<file path="src/rtl/dsk_pkg.sv">
package dsk_pkg;
  localparam int SYNC_EN_POS = 10;
  localparam int FAST_POS    = 8;

  typedef struct packed {
    logic sync_en;
    logic fast;
  } dsk_cfg_t;
endpackage

</file>
<file path="src/rtl/dsk_cfg_regs.sv">
module dsk_cfg_regs
  import dsk_pkg::*;
#(
  parameter int WORD_W = 16,
  parameter int CTRL_W = 16
) (
  input  logic              clk,
  input  logic              rst_n,
  input  logic              sync_wr,
  input  logic [WORD_W-1:0] sync_wdata,
  input  logic              ctrl_wr,
  input  logic [CTRL_W-1:0] ctrl_wdata,
  output logic [WORD_W-1:0] sync_word,
  output dsk_cfg_t          cfg
);
  function automatic dsk_cfg_t decode_ctrl(input logic [CTRL_W-1:0] v);
    dsk_cfg_t c;
    c.sync_en = v[SYNC_EN_POS];
    c.fast    = v[FAST_POS];
    return c;
  endfunction

  always_ff @(posedge clk) begin
    if (!rst_n) begin
      sync_word <= '0;
      cfg       <= '0;
    end else begin
      if (sync_wr) sync_word <= sync_wdata;
      if (ctrl_wr) cfg <= decode_ctrl(ctrl_wdata);
    end
  end
endmodule

</file>
<file path="src/rtl/dsk_sync_cmp.sv">
module dsk_sync_cmp #(
  parameter int WORD_W = 16
) (
  input  logic              bit_vld,
  input  logic [WORD_W-1:0] word_next,
  input  logic [WORD_W-1:0] pattern,
  output logic              match
);
  logic [WORD_W-1:0] bit_eq;

  generate
    for (genvar i = 0; i < WORD_W; i++) begin : g_eq
      assign bit_eq[i] = ~(word_next[i] ^ pattern[i]);
    end
  endgenerate

  assign match = bit_vld & (&bit_eq);
endmodule

</file>
<file path="src/rtl/dsk_word_cnt.sv">
module dsk_word_cnt #(
  parameter int CNT_W = 4
) (
  input  logic             clk,
  input  logic             rst_n,
  input  logic             bit_vld,
  input  logic             realign,
  input  logic             index_pulse,
  output logic [CNT_W-1:0] cnt_next,
  output logic             boundary
);
  logic [CNT_W-1:0] cnt;

  function automatic logic [CNT_W-1:0] step_count(
    input logic [CNT_W-1:0] c, input logic vld, input logic ra, input logic idx);
    if (idx || ra) return '0;
    if (vld)       return c + 1'b1;
    return c;
  endfunction

  assign cnt_next = step_count(cnt, bit_vld, realign, index_pulse);
  assign boundary = bit_vld && (cnt_next == '0);

  always_ff @(posedge clk) begin
    if (!rst_n) cnt <= '0;
    else        cnt <= cnt_next;
  end
endmodule

</file>
<file path="src/rtl/dsk_bitshift.sv">
module dsk_bitshift
  import dsk_pkg::*;
#(
  parameter int WORD_W = 16,
  parameter int CTRL_W = 16
) (
  input  logic              clk,
  input  logic              rst_n,
  input  logic              bit_vld,
  input  logic              bit_val,
  input  logic              index_pulse,
  input  logic              sync_wr,
  input  logic [WORD_W-1:0] sync_wdata,
  input  logic              ctrl_wr,
  input  logic [CTRL_W-1:0] ctrl_wdata,
  output logic              word_vld,
  output logic [WORD_W-1:0] word_data,
  output logic              word_sync,
  output logic              sync_irq,
  output logic              index_flag,
  output logic              fast_cell
);
  localparam int CNT_W = $clog2(WORD_W);

  logic [WORD_W-1:0] shreg;
  logic [WORD_W-1:0] shreg_next;
  logic [WORD_W-1:0] sync_word;
  dsk_cfg_t          cfg;
  logic              match_w;
  logic              realign_w;
  logic              boundary_w;
  logic [CNT_W-1:0]  cnt_next_w;

  function automatic logic [WORD_W-1:0] shift_in(
    input logic [WORD_W-1:0] w, input logic b);
    return {w[WORD_W-2:0], b};
  endfunction

  assign shreg_next = bit_vld ? shift_in(shreg, bit_val) : shreg;
  assign realign_w  = match_w & cfg.sync_en;
  assign fast_cell  = cfg.fast;

  dsk_cfg_regs #(.WORD_W(WORD_W), .CTRL_W(CTRL_W)) u_cfg (
    .clk(clk), .rst_n(rst_n),
    .sync_wr(sync_wr), .sync_wdata(sync_wdata),
    .ctrl_wr(ctrl_wr), .ctrl_wdata(ctrl_wdata),
    .sync_word(sync_word), .cfg(cfg)
  );

  dsk_sync_cmp #(.WORD_W(WORD_W)) u_cmp (
    .bit_vld(bit_vld), .word_next(shreg_next),
    .pattern(sync_word), .match(match_w)
  );

  dsk_word_cnt #(.CNT_W(CNT_W)) u_cnt (
    .clk(clk), .rst_n(rst_n), .bit_vld(bit_vld),
    .realign(realign_w), .index_pulse(index_pulse),
    .cnt_next(cnt_next_w), .boundary(boundary_w)
  );

  always_ff @(posedge clk) begin
    if (!rst_n) begin
      shreg      <= '0;
      word_vld   <= 1'b0;
      word_data  <= '0;
      word_sync  <= 1'b0;
      sync_irq   <= 1'b0;
      index_flag <= 1'b0;
    end else begin
      shreg      <= shreg_next;
      word_vld   <= boundary_w;
      word_sync  <= boundary_w & match_w;
      sync_irq   <= match_w;
      index_flag <= index_pulse;
      if (boundary_w) word_data <= shreg_next;
    end
  end
endmodule

</file>
<file path="config.mk">
export PLATFORM = sky130hd
export DESIGN_NAME = dsk_bitshift
export DESIGN_NICKNAME = d
export VERILOG_FILES = /design/src/rtl/dsk_pkg.sv /design/src/rtl/dsk_cfg_regs.sv /design/src/rtl/dsk_sync_cmp.sv /design/src/rtl/dsk_word_cnt.sv /design/src/rtl/dsk_bitshift.sv
export SDC_FILE = /design/constraint.sdc
export NUM_CORES = 1
export LEC_CHECK = 0
export ABC_CLOCK_PERIOD_IN_PS = 2100
export BUFFER_PORTS_ARGS = -buffer_cell sky130_fd_sc_hd__buf_2
export CAP_MARGIN = 25
export CORE_MARGIN = 2
export CORE_UTILIZATION = 48
export CTS_CLUSTER_DIAMETER = 30
export CTS_CLUSTER_SIZE = 20
export DETAILED_ROUTE_END_ITERATION = 8
export GPL_TIMING_DRIVEN = 0
export MAX_ROUTING_LAYER = met4
export PLACE_DENSITY = 0.81
export SETUP_SLACK_MARGIN = 0.1
export SYNTH_ARGS = -nofsm -noshare
export SYNTH_HDL_FRONTEND = slang
export SYNTH_SLANG_ARGS = --single-unit
export TNS_END_PERCENT = 50
</file>
<file path="constraint.sdc">
create_clock -name clk -period 2.1 [get_ports clk]
set_input_delay 0.42 -clock clk [delete_from_list [all_inputs] [get_ports clk]]
set_output_delay 0.42 -clock clk [all_outputs]
set_load 0.01 [all_outputs]
</file>
---- Yosys cells after proc, flatten, opt, wreduce, memory -nomap -nowiden ----
Index checks and enable logic that the tools add are counted.
cells by class
  mux-type cells .......................... 8
  bitwise logic cells ..................... 35
  reductions and logical operators ........ 4
  add/subtract/negate cells ............... 1
operator list
  operator                                      count
  2-to-1 mux 16 bit                             1
  2-to-1 mux 4 bit                              4
  NOT 1 bit                                     16
  AND reduction 16 bit                          1
  bitwise XOR 1 bit                             16
  adder 4 x 1 -> 4 bit (second input constant)  1
  logical NOT 4 bit                             1
  bitwise AND 1 bit                             3
  2-to-1 mux 1 bit                              3
  logical AND 1 bit                             1
  logical OR 1 bit                              1
word-level totals
  register bits after elaboration ......... 58
  logic and storage cells ................. 58
  output and inout bits ................... 21

---- Longest topological paths before layout ----
Gate-level depths: netlist of run 1.
  word-level depth ........................ 14
  mapped depth ............................ 9

---- Modules after synthesis ----
From an unflattened synthesis of run 1, not the netlist that was laid out.
second synthesis, totals
  cells, all modules ...................... 235
  area, all modules ....................... 2399.8 um2
modules (own cells, without submodules)
  module        instances  area each (um2)  cells each
  dsk_bitshift  1          1287.5           129
  dsk_cfg_regs  1          688.2            57
  dsk_word_cnt  1          242.7            27
  dsk_sync_cmp  1          181.4            22

---- Least setup slack after synthesis of run 1 ----
OpenSTA, ideal clock, no wires.
  kind .................................... input -> register
  start ................................... in bit_vld
  end ..................................... reg word_data[10]
  cell stages on the path ................. 9
  library setup time ...................... 0.121 ns
  data required time ...................... 1.979 ns
  slack ................................... -0.064 ns
  buffers on the path ..................... 3
  data arrival time ....................... 2.043 ns
  path through ............................ buf_6 -> buf_2 -> mux2i_1 -> o22ai_1 -> nor4_2 -> nand4_1 -> nand2_2 -> buf_12 -> mux2_4
between the ends
  word-level cells in the longest chain between the ends .. 11
  elaborated cells on any way between the ends .. 45
  classes of those cells .................. mux (7); bitwise (34); reduce/logical (4)
RTL lines
  item                  RTL line            source
  start, declared       dsk_bitshift.sv:9   input logic bit_vld,
  2-to-1 mux 16 bit     dsk_bitshift.sv:39  assign shreg_next = bit_vld ? shift_in(shreg, bit_val) : shreg;
  bitwise XOR 1 bit     dsk_sync_cmp.sv:13  assign bit_eq[i] = ~(word_next[i] ^ pattern[i]);
  NOT 1 bit             dsk_sync_cmp.sv:13
  AND reduction 16 bit  dsk_sync_cmp.sv:17  assign match = bit_vld & (&bit_eq);
  bitwise AND 1 bit     dsk_sync_cmp.sv:17
  bitwise AND 1 bit     dsk_bitshift.sv:40  assign realign_w = match_w & cfg.sync_en;
  logical OR 1 bit      dsk_word_cnt.sv:16  if (idx || ra) return '0;
  2-to-1 mux 1 bit      dsk_word_cnt.sv:16
  2-to-1 mux 4 bit      dsk_word_cnt.sv:17  if (vld) return c + 1'b1;
  logical NOT 4 bit     dsk_word_cnt.sv:22  assign boundary = bit_vld && (cnt_next == '0);
  logical AND 1 bit     dsk_word_cnt.sv:22
  end signal, assigned  dsk_bitshift.sv:75  if (boundary_w) word_data <= shreg_next;
  end, declared         dsk_bitshift.sv:17  output logic [WORD_W-1:0] word_data,
Parallel ways exist; a longest one is shown, timed or not. The select of a mux whose other input is x is not followed.
A chain may end at the register's enable or synchronous reset.

---- Worst setup path after layout of run 1 ----
  start ................................... in bit_vld
  end ..................................... reg word_data[3]
The elaborated chain is that of the path after synthesis.

==> results_dict.tcl, run 1 <==
set metrics [dict create \
    synth_xor_area_share_pct 6.332 \
    power_leakage_nw 1.432 \
    synth_top_area_share_pct 46.63 \
    clock_power_share_pct 39.4 \
    setup_viol 0 \
    setup_tns_ps 0 \
    antenna_found_initial 0 \
    syn_inst 220 \
    yosys_warnings 0 \
    ant_nets 0 \
    first_global_vias 1713 \
    worstReg2RegStart "shreg[14]$_SDFF_PN0_" \
    hold_violations 0 \
    num-nets-final 327 \
    ys_ff_latch 58 \
    internal_power_mw 1.748 \
    via_per_inst 4.812 \
    rows 26 \
    mostFrequentLayoutCells "55 x dfxtp_1, 43 x buf_2, 29 x nor2b_1" \
    synth_area_leaders "dfxtp_1 47%, mux2i_1 14%, nor2b_1 7.3%, mux2_4 5.4%, xnor2_1 5.3%" \
    yosys.area_share.simple_pct 18.64 \
    drtPass1Iterations 6 \
    drt_iter0_drc 67 \
    cts_made_buffers 9 \
    die_x_um 76.02 \
    synthMuxAreaShare_pct 22.81 \
    netlist_area_um2 2490 \
    fin_crit_sh_pct 94.35 \
    cpPeakStageDelay_ps 340 \
    synth.net_count 260 \
    grt_max_degree 11 \
    path_clk_slew_ps 60 \
    grt_remaining_overflow 0 \
    utilization_pct 65.26 \
    net-switching-power_mw 0.5673 \
    core_um2 5042 \
    worstMarginPinSlew_ps 769.5 \
    max_freq_ghz 0.5047 \
    synth_compound_area_share_pct 1.608 \
    crit_path_frequent_cell "buf_12" \
    required_ps 2330 \
    pwr-share-seq_pct 49.7 \
    synth_edf_count 0 \
    final_common_cell "dfxtp_1" \
    crit_arrival_ps 2210 \
    swShare_pct 24.50 \
    route.vias.total 1737 \
    p_comb_share_pct 10.9 \
    grt.total_usage_pct 18.43 \
    irDropWorstVdd_mv 0.4227 \
    holdCritPathClass "in -> reg" \
    rsz0062_at_grt "true" \
    path_cells "buf_12 > clkbuf_16 > mux2i_4 > o22ai_2 > nor4_2 > nand4_1 > nand2_4 > buf_12 > mux2_2" \
    slowest_stage "nor4_2" \
    clock_path_buffers 2 \
    clkSinkCount 58 \
    wl_per_cell_um 14.73 \
    ios 60 \
    whs_ps 324.4 \
    dp_hpwl_um 3413 \
    die_area_um2 5779 \
    critPathKind "in -> reg" \
    crit_path_max_fanout 7 \
    period_minus_slack_ps 1981 \
    initial_utilization_pct 49.38 \
    io_buffers 43 \
    hold_depth 2 \
    dieHeight_um 76.02 \
    dpl.cell_count 333 \
    crit_buf_inv 3 \
    crit_path_end_kind "register" \
    synth_async_sr_flop_share_pct 0 \
    htreeDepth 3 \
    r2r_end "word_data[3]$_SDFFE_PN0P_" \
    seq_area_frac_synth_pct 46.63 \
    skew_ps 6.702 \
    slew_headroom_pct 48.70 \
    yosysUniqueCellTypes 32 \
    min_to "index_flag$_SDFF_PN0_" \
    wl_um 5319 \
    synthAdderAreaFrac_pct 0.5025 \
    clock_latency_ps 340 \
    syn2layout_area_growth_pct 32.16 \
    slew_viol_final 0 \
    rr_worst_depth 7 \
    syn_avg_cell_area_um2 11.32 \
    n_antenna_cell 0 \
    cp-startpoint "bit_vld" \
    root_buffer "clkbuf_8" \
    powerDensity_nw_per_um2 703.5 \
    outcome "finished, final reports clean" \
    start_kind "primary input" \
    final_cells 361 \
    reg2reg_slack_ps 140 \
    synth-main-ff-cell "dfxtp_1" \
    gp_congestion 0.7863 \
    synth_top_family_by_area "multiplexers" \
    path_delay_family "simple AND/OR/NAND/NOR gates" \
    cts_tree "done" \
    drive_gt1_share_pct 39.86 \
    maxCapViolCount 0 \
    route.detailed.drc 0 \
    yosys.area.top_type "dfxtp_1" \
    worst_hold_startpoint "index_pulse" \
    nFillCells 380 \
    grt_first_pass_wirelength_um 7976 \
    cts_hold_buf 0 \
]
[kinds of logic (layout without fill, tap and decap cells)]
family | after synthesis | in the layout
buffers and inverters | 12 | 83
DFF | 58 | 58
and+or+nand+nor | 75 | 75
AOI/OAI and AO/OA | 5 | 5
xor gates and xnor gates | 18 | 18
muxes | 51 | 51
adders and majority gates | 1 | 1
[synth_stat cells, types with 2 or more instances]
master,instances
and2_1,18
and2b_1,5
buf_12,2
clkbuf_1,7
dfxtp_1,58
mux2_2,7
mux2_4,9
mux2i_1,34
nand2_1,6
nor2_1,5
nor2b_1,29
nor3_1,2
nor4_2,3
xnor2_1,15
xor2_1,3
[power groups by stage]
stage,Sequential [mW],Combinational (mW),Clock [mW]
finish,1.15,0.252,0.913
global route,1.15,0.273,0.980
CTS,1.15,0.212,0.936
detailed placement,1.17,0.203,0
global placement,1.17,0.200,0
floorplan,1.17,0.147,0
[repair_timing]
item,4_1_cts,5_1_grt
endpoints found under the setup margin,10,16
setup buffers,1,11
pin swaps,1,7
gates cloned,0,1
resized for setup,3,31
[cell type report]
cell class | count | area [um^2] | area share, %
repair buffers | 56 | 342.8 | 10.42
well taps | 70 | 87.58 | 2.662
multi-input cells | 150 | 1415 | 43.00
clock inverters | 3 | 15.01 | 0.4563
clock buffers | 12 | 155.1 | 4.715
flip-flops and latches | 58 | 1165 | 35.40
inverters | 1 | 3.754 | 0.1141
plain buffers | 11 | 106.4 | 3.232
[how the worst max path moves through the flow]
stage,depth (start not counted),end
final,9,word_data[3]$_SDFFE_PN0P_
after CTS,7,word_data[0]$_SDFFE_PN0P_
after global placement,9,word_data[6]$_SDFFE_PN0P_
after floorplan,9,word_data[10]$_SDFFE_PN0P_
after global routing,7,word_data[5]$_SDFFE_PN0P_
after detailed placement,9,word_data[9]$_SDFFE_PN0P_
[flip-flops by register name, indices dropped and copies added, names as in the netlist]
signal and cells:
shreg 16, u_cfg.sync_word 16, word_data 16, u_cnt.cnt 4, u_cfg.cfg 2, index_flag 1
sync_irq 1, word_sync 1, word_vld 1
[metal layers]
layer / wire [um] / GRT usage (%) / part of all wire [%] / vias to the layer above
met4: 78 / 9.273 / 1.5 / 0
met5: 0 / - / 0 / -
li1: - / - / - / 873
met1: 2375 / 22.15 / 45 / 810
met2: 2629 / 27.59 / 49 / 46
met3: 235 / 6.398 / 4.4 / 8
[per-stage QoR]
| stage | power (mW) | setup WS [ps] | instance area (um^2) |
|---|---|---|---|
| 2_1_floorplan | 1.316 | -46.28 | 2501 |
| 3_3_place_gp | 1.371 | -274.1 | 2804 |
| 3_5_place_dp | 1.374 | -304.5 | 2804 |
| 4_1_cts | 2.296 | 124.1 | 3009 |
| 5_1_grt | 2.405 | 18.86 | 3291 |
| 6_report | 2.315 | 118.7 | 3291 |
No activity file was read; power rests on OpenSTA's default activity.
==> inputs of run 2 (changes only) <==
==> constraint.sdc (replaced) <==
create_clock -name clk -period 2.1 [get_ports clk]
set_input_delay 0.525 -clock clk [delete_from_list [all_inputs] [get_ports clk]]
set_output_delay 0.525 -clock clk [all_outputs]
set_load 0.01 [all_outputs]
==> run 2 against run 1 <==
Sequential share of layout area up 0.48 points; wire length is 2.8% lower; clock power about the same; worst setup slack got worse by 58 ps; largest cell class unchanged; combinational power shrank 2%; sequential power barely moved; non-clock buffer count down 7.
==> results_dict.tcl, run 2 (same netlist as run 1, synthesis figures left out) <==
set metrics [dict create \
    grt_first_pass_wirelength_um 8286 \
    die_area_um2 5779 \
    root_buffer "clkbuf_8" \
    syn2layout_area_growth_pct 30.10 \
    holdCritPathClass "in -> reg" \
    crit_arrival_ps 2270 \
    path_clk_slew_ps 60 \
    n_antenna_cell 0 \
    via_per_inst 4.847 \
    place_area_um2 2804 \
    slew_headroom_pct 47.69 \
    htreeDepth 3 \
    postLayoutCellArea_um2 3239 \
    power.total_mw 2.311 \
    crit_path_end_kind "register" \
    io_buffers 43 \
    power_leakage_nw 1.410 \
    skew_ps 5.922 \
    setup_ws_ps 60.51 \
    rsz0062_at_grt "true" \
    clock_path_buffers 2 \
    cts_tree "done" \
    slowest_stage "mux2_2" \
    nFillCells 393 \
    grt_max_degree 11 \
    clkSinkCount 58 \
    whs_ps 427.9 \
    clock_power_share_pct 39.6 \
    wl_um 5168 \
    rows 26 \
    wl_per_cell_um 14.60 \
    utilization_pct 64.24 \
    cpPeakStageDelay_ps 320 \
    final_cells 354 \
    p_comb_share_pct 10.6 \
    crit_path_max_fanout 7 \
    period_minus_slack_ps 2039 \
    drt_iter0_drc 62 \
    internal_power_mw 1.741 \
    required_ps 2330 \
    fin_crit_sh_pct 97.12 \
    first_global_vias 1768 \
    critPathKind "in -> reg" \
    antenna_found_initial 0 \
    cts_made_buffers 9 \
    irDropWorstVdd_mv 0.4220 \
    maxCapViolCount 0 \
    grt_remaining_overflow 0 \
    grt.total_usage_pct 19.22 \
    path_cells "buf_12 > buf_12 > mux2i_4 > xnor2_2 > nor4_2 > nand4_1 > nand2_4 > buf_12 > mux2_2" \
    ios 60 \
    route.detailed.drc 0 \
    ant_nets 0 \
    pre_cts_slack_ps -409.5 \
    initial_utilization_pct 49.38 \
    drive_gt1_share_pct 38.03 \
    swShare_pct 24.66 \
    final_common_cell "dfxtp_1" \
    start_kind "primary input" \
    hold_violations 0 \
    slew_viol_final 0 \
    core_um2 5042 \
    clock_latency_ps 340 \
    num-nets-final 320 \
    powerDensity_nw_per_um2 713.5 \
    top_regs "shreg (16), u_cfg.sync_word (16), word_data (16)" \
    setup_tns_ps 0 \
    gp_congestion 0.7863 \
    outcome "finished, final reports clean" \
    dieHeight_um 76.02 \
    dp_hpwl_um 3413 \
    worstMarginPinSlew_ps 784.7 \
    setup_viol 0 \
    mostFrequentLayoutCells "57 x dfxtp_1, 43 x buf_2, 29 x nor2b_1" \
    drtPass1Iterations 4 \
    die_x_um 76.02 \
    route.vias.total 1716 \
    crit_path_frequent_cell "buf_12" \
    max_freq_ghz 0.4903 \
    dpl.cell_count 333 \
    pwr-share-seq_pct 49.8 \
    net-switching-power_mw 0.5701 \
]
-- run 2: changes by cell type in the layout (fill, tap and decap cells not counted), moves of 2 or more --
cell,change
dfxtp_2,-2
xnor2_2,+2
dfxtp_1,+2
buf_4,-7
xnor2_1,-2
-- run 2: critical path: cells and delay by family --
family,cells,cell delay (ps)
xor+xnor,1,80
buf+inv,3,400
mux,2,590
simple gates,3,670
-- run 2: routing by layer --
layer  track usage (%)  vias to the layer above  routed length [um]
met4             11.09                        0                 121
li1                  -                      869                   -
met1             22.95                      790                2353
met5                 -                        -                   0
met3             6.635                       14                 227
met2             28.30                       43                2466
-- run 2: power groups by stage --
stage	clock network, mW	registers, mW	logic (mW)
6_report	0.915	1.15	0.246
5_1_grt	0.980	1.15	0.264
4_1_cts	0.936	1.15	0.229
3_5_place_dp	0	1.17	0.203
3_3_place_gp	0	1.17	0.200
2_1_floorplan	0	1.17	0.147
-- run 2: final cells by class --
type	instances	area (um^2)	share of cell area (%)
flip-flops and latches	58	1162	35.88
multi-input cells	150	1416	43.72
inverters	1	3.754	0.1159
well taps	70	87.58	2.704
repair buffers	49	292.8	9.038
plain buffers	11	106.4	3.283
clock inverters	3	15.01	0.4635
clock buffers	12	155.1	4.789
-- run 2: final timing paths --
| check | from | endpoint | slack, ps | cells past startpoint |
|---|---|---|---|---|
| worst max-delay path | bit_vld | word_data[3]$_SDFFE_PN0P_ | 60 | 9 |
| worst min-delay path | index_pulse | index_flag$_SDFF_PN0_ | 430 | 2 |
| worst max register to register | u_cnt.cnt[0]$_SDFF_PN0_ | word_data[3]$_SDFFE_PN0P_ | 80 | 8 |
| worst min register to register | u_cfg.cfg[0]$_SDFFE_PN0P_ | u_cfg.cfg[0]$_SDFFE_PN0P_ | 530 | 2 |
-- run 2: timing repair --
item,4_1_cts,5_1_grt
hold buffers,0,0
buffers inserted,4,1
pin swaps,6,5
gates resized for setup,19,14
setup endpoints to repair,16,16
cloned,1,0
==> inputs of run 3 (changes only) <==
Settings changed: GPL_TIMING_DRIVEN 0 to unset, PLACE_DENSITY 0.81 to unset, PLACE_DENSITY_LB_ADDON set to 0.25.
==> run 3 against run 2 <==
Sequential share of layout area is 2.0 points lower; via count is 2.9% higher; global-route usage fell by 0.63 points; combinational power increased by 8.9%; clock power up 13%; critical path depth up 1; core utilization up 4.0 points; clock skew about the same; count of clock-buffer cells in the layout is 2 higher; flip-flop and latch count unchanged; sequential power about the same; worst hold slack barely moved; critical endpoint is now word_data[2]$_SDFFE_PN0P_; largest power group unchanged.
==> results_dict.tcl, run 3 (same netlist as run 1, synthesis figures left out) <==
set metrics [dict create \
    skew_ps 6.105 \
    rows 26 \
    path_clk_slew_ps 60 \
    dpl.cell_count 341 \
    drt_iter0_drc 59 \
    die_area_um2 5779 \
    setup_ws_ps 18.79 \
    required_ps 2320 \
    outcome "finished, final reports clean" \
    holdCritPathClass "in -> reg" \
    crit_path_end_kind "register" \
    dieHeight_um 76.02 \
    slew_headroom_pct 49.96 \
    power_leakage_nw 1.508 \
    grt_first_pass_wirelength_um 8100 \
    ant_nets 0 \
    clock_latency_ps 330 \
    maxCapViolCount 0 \
    root_buffer "clkbuf_8" \
    crit_buf_inv 4 \
    antenna_found_initial 0 \
    route.vias.total 1766 \
    cpPeakStageDelay_ps 320 \
    hold_violations 0 \
    initial_utilization_pct 49.38 \
    fin_crit_sh_pct 99.11 \
    first_global_vias 1775 \
    worst_hold_startpoint "index_pulse" \
    mostFrequentLayoutCells "54 x dfxtp_1, 44 x buf_2, 29 x nor2b_1" \
    hold_depth 2 \
    via_per_inst 4.760 \
    cts_tree "done" \
    worstMarginPinSlew_ps 750.6 \
    grt_remaining_overflow 0 \
    power.total_mw 2.447 \
    rsz0062_at_grt "true" \
    final_cells 371 \
    path_cells "buf_12 > buf_12 > mux2i_4 > o22ai_2 > nor4_4 > nand4_1 > nand2_2 > buf_6 > clkbuf_16 > mux2_2" \
    rr_worst_depth 9 \
    slowest_stage "mux2_2" \
    max_freq_ghz 0.4805 \
    syn2layout_area_growth_pct 38.24 \
    pre_cts_slack_ps -456.1 \
    drtPass1Iterations 6 \
    clock_path_buffers 2 \
    slew_viol_final 0 \
    core_um2 5042 \
    worstReg2RegStart "shreg[7]$_SDFF_PN0_" \
    powerDensity_nw_per_um2 710.8 \
    io_buffers 45 \
    final_common_cell "dfxtp_1" \
    wl_um 5171 \
    gp_congestion 0.7826 \
    irDropWorstVdd_mv 0.5185 \
    place_area_um2 2873 \
    top_regs "shreg (16), u_cfg.sync_word (16), word_data (16)" \
    dp_hpwl_um 3096 \
    r2r_end "word_data[2]$_SDFFE_PN0P_" \
    period_minus_slack_ps 2081 \
    route.detailed.drc 0 \
    die_x_um 76.02 \
    min_to "index_flag$_SDFF_PN0_" \
    wl_per_cell_um 13.94 \
    cts_made_buffers 9 \
    cts_hold_buf 0 \
    grt_max_degree 55 \
    crit_path_max_fanout 8 \
    crit_arrival_ps 2300 \
    htreeDepth 3 \
    critPathKind "in -> reg" \
    ios 60 \
    crit_path_frequent_cell "buf_12" \
    drive_gt1_share_pct 45.18 \
    postLayoutCellArea_um2 3442 \
    path_delay_family "multiplexers" \
    clkSinkCount 58 \
    num-nets-final 336 \
    start_kind "primary input" \
    reg2reg_slack_ps 50 \
    grt.total_usage_pct 18.60 \
    n_antenna_cell 0 \
    setup_viol 0 \
]
==> run 3: cell count changes in the layout (fill, tap and decap cells not counted), moves of 2 or more <==
cell	previous run	this run
buf_12	5	3
clkinv_2	3	1
buf_6	0	5
dfxtp_1	57	54
clkbuf_1	8	3
dfxtp_2	1	4
buf_4	4	22
mux2_4	9	14
mux2_2	7	2
==> run 3: cell type report <==
cell class / instances / area (um^2)
clock buffer: 14 / 162.7
clock inverter: 2 / 35.03
fill: 385 / 1600
inverter: 1 / 3.754
multi-input combinational: 150 / 1433
sequential: 58 / 1166
tap: 70 / 87.58
timing repair buffer: 76 / 554.3
==> run 3: worst max path at each step <==
stage	to	cells after the start	startpoint	slack, ps
2_1_floorplan	word_data[10]$_SDFFE_PN0P_	9	bit_vld	-150
3_3_place_gp	word_data[14]$_SDFFE_PN0P_	9	bit_vld	-460
3_5_place_dp	word_data[2]$_SDFFE_PN0P_	9	bit_vld	-460
4_1_cts	word_data[5]$_SDFFE_PN0P_	10	bit_vld	20
5_1_grt	word_data[2]$_SDFFE_PN0P_	10	bit_vld	-40
6_report	word_data[2]$_SDFFE_PN0P_	10	bit_vld	20
==> run 3: per-layer routing <==
layer  GRT usage, %  vias to the layer above  part of all wire, %
li1               -                      895                    -
met1          20.91                      830                   44
met2          30.45                       34                   51
met3          6.398                        7                  3.8
met4          7.636                        0                  1.4
met5              -                        -                    0
==> run 3: where the power goes <==
group / internal (mW) / switching (mW)
clock: 0.612 / 0.417
combinational: 0.152 / 0.115
sequential: 1.13 / 0.0205
==> run 3: repair_timing <==
item	CTS	global route
endpoints found under the setup margin	16	21
setup buffers	9	3
gates resized for setup	18	30
hold endpoints to repair	0	0
gates cloned	1	1
pin swaps	4	8
==> run 3: through the flow <==
stage / utilization (%) / setup TNS, ps / hold slack, ps
after floorplan: - / -1684 / 460.7
after CTS: 64.74 / 0 / 413.1
after global routing: 68.26 / -200.8 / 418.3
after global placement: 56.97 / -8015 / 489.3
final: 68.26 / 0 / 428.0
after detailed placement: 56.97 / -7878 / 498.1
